[src/rtl/xfer_fifo_pkg.sv]
package xfer_fifo_pkg;
  localparam int DEPTH_DEF   = 256;
  localparam int WM_W_DEF    = 7;
  localparam int WM_RST      = 32;
  localparam int TO_BITS_DEF = 32;

  typedef struct packed {
    logic tx_wm;
    logic rx_wm;
    logic rx_to;
    logic rx_ovr;
  } irq_vec_t;

  typedef struct packed {
    logic busy;
    logic rx_full;
    logic rx_ne;
    logic tx_nf;
    logic tx_empty;
  } stat_t;
endpackage

[src/rtl/xfer_byte_fifo.sv]
module xfer_byte_fifo #(
  parameter int DEPTH = 256,
  parameter int DW    = 8,
  parameter int LW    = $clog2(DEPTH) + 1
) (
  input  logic          clk,
  input  logic          rst,
  input  logic          push,
  input  logic [DW-1:0] push_data,
  input  logic          pop,
  output logic [DW-1:0] rd_data,
  output logic [LW-1:0] level,
  output logic [LW-1:0] level_nxt
);
  localparam int AW = $clog2(DEPTH);

  logic [DW-1:0] mem [DEPTH];
  logic [AW-1:0] wptr, rptr;
  logic          push_ok, pop_ok;

  assign push_ok   = push && (level != LW'(DEPTH));
  assign pop_ok    = pop && (level != '0);
  assign level_nxt = level + LW'(push_ok) - LW'(pop_ok);

  // storage and registered read port, no reset so block RAM can be used
  always_ff @(posedge clk) begin
    if (push_ok) mem[wptr] <= push_data;
    if (pop_ok)  rd_data   <= mem[rptr];
  end

  always_ff @(posedge clk) begin
    if (rst) begin
      wptr  <= '0;
      rptr  <= '0;
      level <= '0;
    end else begin
      level <= level_nxt;
      if (push_ok) wptr <= (wptr == AW'(DEPTH - 1)) ? '0 : wptr + 1'b1;
      if (pop_ok)  rptr <= (rptr == AW'(DEPTH - 1)) ? '0 : rptr + 1'b1;
    end
  end
endmodule

[src/rtl/xfer_rx_timeout.sv]
module xfer_rx_timeout #(
  parameter int TO_BITS = 32
) (
  input  logic clk,
  input  logic rst,
  input  logic bit_tick,
  input  logic rx_push,
  input  logic rx_nonempty,
  output logic fire
);
  localparam int TW = $clog2(TO_BITS + 1);

  logic [TW-1:0] cnt;

  assign fire = bit_tick && !rx_push && rx_nonempty && (cnt == TW'(TO_BITS - 1));

  always_ff @(posedge clk) begin
    if (rst || rx_push || !rx_nonempty) cnt <= '0;
    else if (bit_tick && cnt != TW'(TO_BITS)) cnt <= cnt + 1'b1;
  end
endmodule

[src/rtl/xfer_irq_status.sv]
module xfer_irq_status
  import xfer_fifo_pkg::*;
#(
  parameter int DEPTH = 256,
  parameter int WM_W  = 7,
  parameter int LW    = $clog2(DEPTH) + 1
) (
  input  logic            clk,
  input  logic            rst,
  input  logic [LW-1:0]   tx_lvl_nxt,
  input  logic [LW-1:0]   rx_lvl_nxt,
  input  logic [WM_W-1:0] tx_thr_nxt,
  input  logic [WM_W-1:0] rx_thr_nxt,
  input  logic [3:0]      mask_nxt,
  input  logic            ovr_set,
  input  logic            to_set,
  input  logic            clr_ovr,
  input  logic            clr_to,
  input  logic            sh_busy,
  output stat_t           stat_q,
  output irq_vec_t        raw_q,
  output logic [3:0]      masked_q,
  output logic            irq_q
);
  irq_vec_t raw_d;
  stat_t    stat_d;

  always_comb begin
    raw_d.rx_ovr = ovr_set | (raw_q.rx_ovr & ~clr_ovr);
    raw_d.rx_to  = to_set  | (raw_q.rx_to  & ~clr_to);
    raw_d.rx_wm  = rx_lvl_nxt >= LW'(rx_thr_nxt);
    raw_d.tx_wm  = tx_lvl_nxt <= LW'(tx_thr_nxt);
    stat_d.tx_empty = (tx_lvl_nxt == '0);
    stat_d.tx_nf    = (tx_lvl_nxt != LW'(DEPTH));
    stat_d.rx_ne    = (rx_lvl_nxt != '0);
    stat_d.rx_full  = (rx_lvl_nxt == LW'(DEPTH));
    stat_d.busy     = (tx_lvl_nxt != '0) | sh_busy;
  end

  always_ff @(posedge clk) begin
    if (rst) begin
      raw_q    <= irq_vec_t'(4'b1000);
      stat_q   <= stat_t'(5'b00011);
      masked_q <= '0;
      irq_q    <= 1'b0;
    end else begin
      raw_q    <= raw_d;
      stat_q   <= stat_d;
      masked_q <= raw_d & mask_nxt;
      irq_q    <= |(raw_d & mask_nxt);
    end
  end
endmodule

[src/rtl/xfer_fifo_irq.sv]
module xfer_fifo_irq
  import xfer_fifo_pkg::*;
#(
  parameter int DEPTH   = DEPTH_DEF,
  parameter int WM_W    = WM_W_DEF,
  parameter int TO_BITS = TO_BITS_DEF
) (
  input  logic        clk,
  input  logic        rst,
  input  logic        host_wr_we,
  input  logic [7:0]  host_wr_data,
  input  logic        host_rd_re,
  output logic [7:0]  host_rd_data,
  input  logic        thr_we,
  input  logic [15:0] thr_wdata,
  input  logic        mask_we,
  input  logic [3:0]  mask_wdata,
  input  logic        clr_we,
  input  logic [3:0]  clr_wdata,
  input  logic        sh_tx_pop,
  output logic [7:0]  sh_tx_data,
  input  logic        sh_rx_push,
  input  logic [7:0]  sh_rx_data,
  input  logic        sh_bit_tick,
  input  logic        sh_busy,
  output logic [4:0]  stat_o,
  output logic [3:0]  raw_irq_o,
  output logic [3:0]  masked_irq_o,
  output logic        irq_o
);
  localparam int LW = $clog2(DEPTH) + 1;

  logic [LW-1:0]   tx_lvl, tx_lvl_nxt, rx_lvl, rx_lvl_nxt;
  logic [WM_W-1:0] tx_thr_q, rx_thr_q, tx_thr_d, rx_thr_d;
  logic [3:0]      mask_q, mask_d;
  logic            ovr_set, to_set;
  stat_t           stat_q;
  irq_vec_t        raw_q;
  logic            unused_bits;

  assign unused_bits = ^{thr_wdata[7], thr_wdata[15], clr_wdata[3:2]};

  xfer_byte_fifo #(.DEPTH(DEPTH), .DW(8), .LW(LW)) u_tx_fifo (
    .clk(clk), .rst(rst),
    .push(host_wr_we), .push_data(host_wr_data), .pop(sh_tx_pop),
    .rd_data(sh_tx_data), .level(tx_lvl), .level_nxt(tx_lvl_nxt)
  );

  xfer_byte_fifo #(.DEPTH(DEPTH), .DW(8), .LW(LW)) u_rx_fifo (
    .clk(clk), .rst(rst),
    .push(sh_rx_push), .push_data(sh_rx_data), .pop(host_rd_re),
    .rd_data(host_rd_data), .level(rx_lvl), .level_nxt(rx_lvl_nxt)
  );

  xfer_rx_timeout #(.TO_BITS(TO_BITS)) u_timeout (
    .clk(clk), .rst(rst), .bit_tick(sh_bit_tick), .rx_push(sh_rx_push),
    .rx_nonempty(rx_lvl != '0), .fire(to_set)
  );

  assign ovr_set = sh_rx_push && (rx_lvl == LW'(DEPTH));

  always_comb begin
    tx_thr_d = tx_thr_q;
    rx_thr_d = rx_thr_q;
    mask_d   = mask_q;
    if (thr_we) begin
      tx_thr_d = thr_wdata[WM_W-1:0];
      rx_thr_d = thr_wdata[8 +: WM_W];
    end
    if (mask_we) mask_d = mask_wdata;
  end

  always_ff @(posedge clk) begin
    if (rst) begin
      tx_thr_q <= WM_W'(WM_RST);
      rx_thr_q <= WM_W'(WM_RST);
      mask_q   <= '0;
    end else begin
      tx_thr_q <= tx_thr_d;
      rx_thr_q <= rx_thr_d;
      mask_q   <= mask_d;
    end
  end

  xfer_irq_status #(.DEPTH(DEPTH), .WM_W(WM_W), .LW(LW)) u_irq (
    .clk(clk), .rst(rst),
    .tx_lvl_nxt(tx_lvl_nxt), .rx_lvl_nxt(rx_lvl_nxt),
    .tx_thr_nxt(tx_thr_d), .rx_thr_nxt(rx_thr_d), .mask_nxt(mask_d),
    .ovr_set(ovr_set), .to_set(to_set),
    .clr_ovr(clr_we & clr_wdata[0]), .clr_to(clr_we & clr_wdata[1]),
    .sh_busy(sh_busy),
    .stat_q(stat_q), .raw_q(raw_q), .masked_q(masked_irq_o), .irq_q(irq_o)
  );

  assign stat_o    = stat_q;
  assign raw_irq_o = raw_q;
endmodule

[config.mk]
export PLATFORM = sky130hd
export DESIGN_NAME = xfer_fifo_irq
export DESIGN_NICKNAME = d
export VERILOG_FILES = /design/src/rtl/xfer_fifo_pkg.sv /design/src/rtl/xfer_byte_fifo.sv /design/src/rtl/xfer_rx_timeout.sv /design/src/rtl/xfer_irq_status.sv /design/src/rtl/xfer_fifo_irq.sv
export SDC_FILE = /design/constraint.sdc
export NUM_CORES = 2
export LEC_CHECK = 0
export BUFFER_PORTS_ARGS = -buffer_cell sky130_fd_sc_hd__buf_2
export CAP_MARGIN = 20
export CORE_AREA = 2 2 814 816
export CTS_BUF_LIST = sky130_fd_sc_hd__clkbuf_8
export DETAILED_ROUTE_END_ITERATION = 16
export DIE_AREA = 0 0 816 818
export SETUP_SLACK_MARGIN = 0.15
export SKIP_LAST_GASP = 1
export SYNTH_ARGS = -nofsm -noshare
export SYNTH_HDL_FRONTEND = slang
export SYNTH_SLANG_ARGS = --single-unit
[constraint.sdc]
create_clock -name clk -period 4.4 [get_ports clk]
set_input_delay 0.88 -clock clk [delete_from_list [all_inputs] [get_ports clk]]
set_output_delay 0.88 -clock clk [all_outputs]
set_load 0.02 [all_outputs]
* Word level (Yosys, flattened, before mapping)
Memory sizes are Yosys's and may differ from the RTL's. A register that Yosys moved wholly into a read port is not among the register bits.
Index checks and enable logic that the tools add are counted.
** Storage, ports and cells
- Flip-flop bits (word level) :: 88
- RAM bits :: 4096
- Input bits :: 51
- Output and inout port bits :: 30
- Word-level logic and storage cells :: 85
- Memories :: 2
** Memory list
- u_rx_fifo.mem :: depth 256, width 8, read ports 1, clocked after memory_dff 1, wr ports 1, RTL line xfer_byte_fifo.sv:17 : logic [DW-1:0] mem [DEPTH];
- u_tx_fifo.mem :: depth 256, width 8, read ports 1, clocked after memory_dff 1, wr ports 1, RTL line xfer_byte_fifo.sv:17
** Operators by class
- Add/subtract/negate cells :: 9
- Magnitude comparators :: 2
- Equality and inequality tests :: 11
- Multiplexer cells :: 11
- Bitwise gates (word level) :: 10
- Reduce and logical (&&, ||, !) cells :: 19
** Operators with widths (count)
- nonzero test 9 bit :: 4
- adder 8 x 1 -> 8 bit, second input constant :: 4
- == test 8 bit, second input constant :: 4
- 2-to-1 mux 8 bit :: 4
- inequality test 9 bit, second input constant :: 3
- adder 9 x 1 -> 9 bit :: 2
- == test 9 bit, second input constant :: 2
- subtractor 9 x 1 -> 9 bit :: 2
- 2-to-1 mux 7 bit :: 2
- >= comparator 9 x 7 -> 1 bit :: 1
- <= comparator 9 x 7 -> 1 bit :: 1
- logical AND 1 bit :: 9
- zero test 9 bit :: 1
- adder 6 x 1 -> 6 bit, second input constant :: 1
- == test 6 x 5 -> 1 bit, second input constant :: 1
- inequality test 6 bit, second input constant :: 1
- bitwise AND 1 bit :: 4
- bitwise AND 4 bit :: 1
- 2-to-1 mux 1 bit :: 4
- 2-to-1 mux 4 bit :: 1
- OR reduction 4 bit :: 1
- bitwise OR 1 bit :: 3
- zero test 1 bit :: 2
- logical OR 1 bit :: 2
- inverter 1 bit :: 2

* Longest topological paths before layout
- Depth after elaboration :: 7
- Mapped depth :: 21

* Modules after synthesis
Synthesis repeated with hierarchy kept, for this count alone.
** Second synthesis, totals
- Cells, all modules :: 8239
- Area, all modules :: 164632.9 sq um
** By module, submodules not included
- xfer_byte_fifo (u_rx_fifo) :: instances 1, cells each 4021, area each 81370.5 sq um, sequential area each 62239.7 sq um
- xfer_byte_fifo (u_tx_fifo) :: instances 1, cells each 4027, area each 81306.7 sq um, sequential area each 62239.7 sq um
- xfer_irq_status :: instances 1, cells each 92, area each 823.3 sq um, sequential area each 280.3 sq um
- xfer_fifo_irq :: instances 1, cells each 62, area each 804.5 sq um, sequential area each 360.3 sq um
- xfer_rx_timeout :: instances 1, cells each 37, area each 327.8 sq um, sequential area each 120.1 sq um

* Worst setup path after synthesis
No wires, ideal clock.
- Path kind :: in2reg
- Start :: in host_rd_re
- End :: reg u_irq.irq_q
- Library setup time :: 139 ps
- Data arrival time :: 3910 ps
- Slack :: 352 ps
- Cell stages on the path :: 14
- Path through :: nor2b_1 -> clkbuf_1 -> ha_1 -> inv_1 -> ha_1 -> fa_1 -> a21oi_1 -> o21bai_1 -> a311oi_1 -> xnor2_1 -> ha_1 -> a21o_1 -> a211oi_1 -> o221ai_1
** On the way
- Longest elaborated chain between the ends :: 5
** RTL lines
- from (decl) :: RTL line xfer_fifo_irq.sv:12 : input logic host_rd_re,
- logical AND 1 bit :: RTL line xfer_byte_fifo.sv:22 : assign pop_ok = pop && (level != '0);
- net u_rx_fifo.pop_ok :: RTL line xfer_byte_fifo.sv:19 : logic push_ok, pop_ok;
- subtractor 9 x 1 -> 9 bit :: RTL line xfer_byte_fifo.sv:23 : assign level_nxt = level + LW'(push_ok) - LW'(pop_ok);
- net rx_lvl_nxt[6] :: RTL line xfer_fifo_irq.sv:33 : logic [LW-1:0] tx_lvl, tx_lvl_nxt, rx_lvl, rx_lvl_nxt;
- >= comparator 9 x 7 -> 1 bit :: RTL line xfer_irq_status.sv:31 : raw_d.rx_wm = rx_lvl_nxt >= LW'(rx_thr_nxt);
- bitwise AND 4 bit :: RTL line xfer_irq_status.sv:50 : irq_q <= |(raw_d & mask_nxt);
- OR reduction 4 bit :: RTL line xfer_irq_status.sv:50
- to (signal assigned) :: RTL line xfer_irq_status.sv:50
- to (decl) :: RTL line xfer_irq_status.sv:23 : output logic irq_q
The timed path passes the listed nets, and every way through them passes these cells.
A chain may end at the register's enable or synchronous reset.

* Worst setup path in the final report
- Start :: reg u_rx_fifo.level[7]
- End :: reg u_irq.irq_q
** On the way
- Longest elaborated chain between the ends :: 7
** RTL lines
- from (decl) :: RTL line xfer_byte_fifo.sv:12 : output logic [LW-1:0] level,
- from (signal assigned) :: RTL line xfer_byte_fifo.sv:37 : level <= level_nxt;
- inequality test 9 bit :: RTL line xfer_byte_fifo.sv:21 : assign push_ok = push && (level != LW'(DEPTH));
- logical AND 1 bit :: RTL line xfer_byte_fifo.sv:21
- adder 9 x 1 -> 9 bit :: RTL line xfer_byte_fifo.sv:23
- subtractor 9 x 1 -> 9 bit * :: RTL line xfer_byte_fifo.sv:23
- net rx_lvl_nxt[6] :: RTL line xfer_fifo_irq.sv:33
- >= comparator 9 x 7 -> 1 bit * :: RTL line xfer_irq_status.sv:31
- bitwise AND 4 bit * :: RTL line xfer_irq_status.sv:50
- OR reduction 4 bit * :: RTL line xfer_irq_status.sv:50
The timed path passes the listed nets; every way through them passes the cells marked *.

==> flow_summary.json <==
{
  "routabilityCongestion": 0.859,
  "grt_first_pass_wirelength_um": 625000,
  "numClockSinks": 4200,
  "fmax_ghz": 0.254,
  "drv_cap": 0,
  "combPwrFrac_pct": 13.9,
  "grt_max_degree": 161,
  "peakVddDrop_mv": 0.328,
  "drv_slew": 0,
  "skew_ps": 71.2,
  "grt_pass1_vias": 83600,
  "hold-path-endpoint": "rx_thr_q[5]$_SDFF_PP1_",
  "worstReg2RegEnd": "u_irq.irq_q$_SDFF_PP0_",
  "p_int_w": 0.0640,
  "finalCriticalPeriod_ps": 3930,
  "dieArea_um2": 667000,
  "fp-row-count": 299,
  "wl_per_cell_um": 24.7,
  "swShare_pct": 26.2,
  "antenna_found_initial": 18,
  "seq_area_frac_synth_pct": 76.2,
  "finalCritPeriodShare_pct": 89.4,
  "hold_ws_ps": 80.6,
  "syn_area_per_cell_um2": 20.6,
  "die_h_um": 818,
  "ys.flop_type": "edfxtp_1",
  "p_clk_share_pct": 34.8,
  "grt_use_met2_pct": 20.1,
  "reg2regPathDepth": 18,
  "postCtsSetupRepairBufs": 0,
  "portBuffers": 76,
  "p_leak_nw": 57.4,
  "io_pins": 81,
  "crit_path_start_kind": "flip-flop",
  "first_pass_iters": 5,
  "cts.clk_slew.worst_paths_ps": 60,
  "timing.rr.start": "u_rx_fifo.level[7]$_SDFF_PP0_",
  "async_flop_share_pct": 0,
  "vias": 83400,
  "seq_power_share_pct": 51.3,
  "tns_ps": 0,
  "max_slew_margin_pct": 19.4,
  "numCtsBuffers": 649,
  "r2r_setup_slack_ps": 470,
  "synth_edf_count": 4112,
  "nets": 8763,
  "drtIter0Drc": 9981,
  "synth_area_um2": 164000,
  "h-tree-depth": 6,
  "clock_latency_ps": 1240,
  "synth_fp_nets": 8088,
  "ys_warn_count": 0,
  "core_area_um2": 660000,
  "track_usage_pct": 12.7,
  "clockBufferDepth": 4,
  "rsz0062_at_grt": "no",
  "tritoncts": "done",
  "status": "finished clean",
  "grt-busiest-layer": "met2",
  "area_growth_pct": 15.1,
  "hold_depth": 3,
  "overflow": 0,
  "hold_class": "input pin to flip-flop",
  "drive_above_1_share_pct": 25.1,
  "die_x_um": 816,
  "ant_nets": 0,
  "setup_viol": 0,
  "mostFrequentLayoutCell": "edfxtp_1",
  "p_per_area_nw_per_um2": 458,
  "tightest_slew_ps": 1210,
  "end_kind": "flip-flop",
  "yosysUniqueCellTypes": 86,
  "arrival_ps": 5020,
  "cp_max_fo": 3,
  "clockRootBuffer": "clkbuf_8",
  "crit_type": "flip-flop to flip-flop",
  "crit_required_ps": 5490,
  "layout_common_cells": "edfxtp_1, mux4_2, clkbuf_8, nor2_1, mux2i_1",
  "dp_cells": 16700,
  "hpwl_um": 275000,
  "ys_ff_latch": 4200,
  "grt_util_met3_pct": 2.82,
  "via_per_inst": 4.65,
  "p_sw_w": 0.0227,
  "hold_viol": 0,
  "met1_usage_pct": 17.4,
  "syn_inst": 7985,
  "worstHoldStart": "thr_wdata[13]",
  "initial_core_util_pct": 24.9,
  "drc_errors": 0,
  "fin_cells": 17900,
  "routed_wl_um": 442000
}
[repair_timing]
action / CTS / global route
endpoints found under the hold margin: 14 / 0
hold buffers: 14 / 0
resized for setup: 0 / 2
setup endpoints to repair: 0 / 3
[power by group through the flow]
| stage | logic, W | clock network, W | registers [W] |
|---|---|---|---|
| floorplan | 0.00788 | 0 | 0.0451 |
| global placement | 0.0121 | 0 | 0.0453 |
| detailed placement | 0.0121 | 0 | 0.0453 |
| CTS | 0.0122 | 0.0308 | 0.0444 |
| global route | 0.0128 | 0.0325 | 0.0444 |
| finish | 0.0120 | 0.0302 | 0.0444 |
[registers in the layout, indices dropped and copies added (netlist names)]
name / flops
mask_q: 4
rx_thr_q: 7
tx_thr_q: 7
u_irq.irq_q: 1
u_irq.masked_q: 4
u_irq.raw_q: 4
u_irq.stat_q: 5
u_rx_fifo.level: 9
u_rx_fifo.mem: 2048
u_rx_fifo.rd_data: 8
u_rx_fifo.rptr: 8
u_rx_fifo.wptr: 8
u_timeout.cnt: 6
u_tx_fifo.level: 9
u_tx_fifo.mem: 2048
u_tx_fifo.rd_data: 8
u_tx_fifo.rptr: 8
u_tx_fifo.wptr: 8
[cell usage after synthesis (7+ instances only)]
library cell	number	area share (%)
a2111oi_0	7	0.037
a211o_1	8	0.043
a211oi_1	30	0.14
a21o_1	19	0.087
a21oi_1	145	0.44
a221o_1	7	0.043
a221oi_1	106	0.57
a222oi_1	7	0.043
a22o_1	11	0.059
a22oi_1	52	0.24
a311oi_1	7	0.037
a31oi_1	19	0.072
and2_1	16	0.061
and3_1	10	0.038
buf_1	34	0.078
buf_2	88	0.27
buf_4	65	0.30
buf_6	40	0.27
buf_8	12	0.11
clkbuf_1	223	0.51
dfxtp_1	88	1.1
edfxtp_1	4112	75
ha_1	50	0.38
inv_1	49	0.11
mux2i_1	374	2.3
mux4_1	15	0.24
mux4_2	950	13
nand2_1	212	0.48
nand2b_1	21	0.080
nand3_1	88	0.27
nand4_1	14	0.053
nor2_1	677	1.5
nor2b_1	33	0.13
nor3_1	36	0.11
nor4_1	9	0.034
o2111ai_1	18	0.096
o211ai_1	22	0.10
o21ai_0	109	0.33
o221ai_1	25	0.13
o22ai_1	24	0.091
or3_1	8	0.030
xnor2_1	24	0.13
xor2_1	11	0.059
[final cells by class]
| type | count | area (um2) |
|---|---|---|
| Fill cell | 65000 | 471000 |
| Multi-Input combinational cell | 3261 | 36400 |
| Clock buffer | 662 | 9110 |
| Tap cell | 8729 | 10900 |
| Timing Repair Buffer | 493 | 4580 |
| Sequential cell | 4200 | 125000 |
| Clock inverter | 501 | 2520 |
| Antenna cell | 26 | 65.1 |
| Inverter | 55 | 218 |
[critical path, stage by stage (launching register included)]
cell and delay, ps:
dfxtp_1 320, inv_1 80, ha_1 150, nand2_1 110, nor4_4 310, nor2b_2 100, ha_1 290, inv_1 40
ha_1 200, fa_1 440, a21oi_1 150, o21bai_1 100, a311oi_2 290, xnor2_1 190, ha_1 280, a21o_1 180
a211oi_1 240, buf_4 210, o221ai_1 130
[worst max path at each step]
stage,startpoint,end,slack (ps),cells past startpoint
after detailed placement,host_rd_re,u_irq.irq_q$_SDFF_PP0_,40,15
after CTS,u_rx_fifo.level[4]$_SDFF_PP0_,u_irq.irq_q$_SDFF_PP0_,280,18
after global placement,host_rd_re,u_irq.irq_q$_SDFF_PP0_,-60,15
after global routing,u_rx_fifo.level[4]$_SDFF_PP0_,u_irq.irq_q$_SDFF_PP0_,150,18
final,u_rx_fifo.level[7]$_SDFF_PP0_,u_irq.irq_q$_SDFF_PP0_,470,18
after floorplan,host_rd_re,u_irq.irq_q$_SDFF_PP0_,350,14
[routing by layer]
layer  part of all wire (%)  wire, um
met1                     42    185000
met2                     47    206000
met3                    8.5     37600
met4                    3.0     13500
met5                 0.0029        13
[stage by stage]
step | utilization (%) | setup slack, ps | power [W] | instance area (um2)
6_report | 28.7 | 468 | 0.0867 | 189000
5_1_grt | 28.7 | 155 | 0.0897 | 189000
4_1_cts | 28.6 | 281 | 0.0874 | 189000
3_5_place_dp | 26.9 | 41.6 | 0.0574 | 177000
3_3_place_gp | 26.9 | -63.9 | 0.0574 | 177000
2_1_floorplan | - | 352 | 0.0530 | 164000
[cell families after synthesis]
logic type | Yosys count | share of synthesized area, %
flops | 4200 | 76.2
compound gates | 685 | 2.93
mux | 1345 | 15.6
xor+xnor | 35 | 0.187
simple gates | 1144 | 2.93
buf+inv | 524 | 1.74
fa+ha+maj | 52 | 0.405
Note: power is estimated with default switching activity, not from simulation.
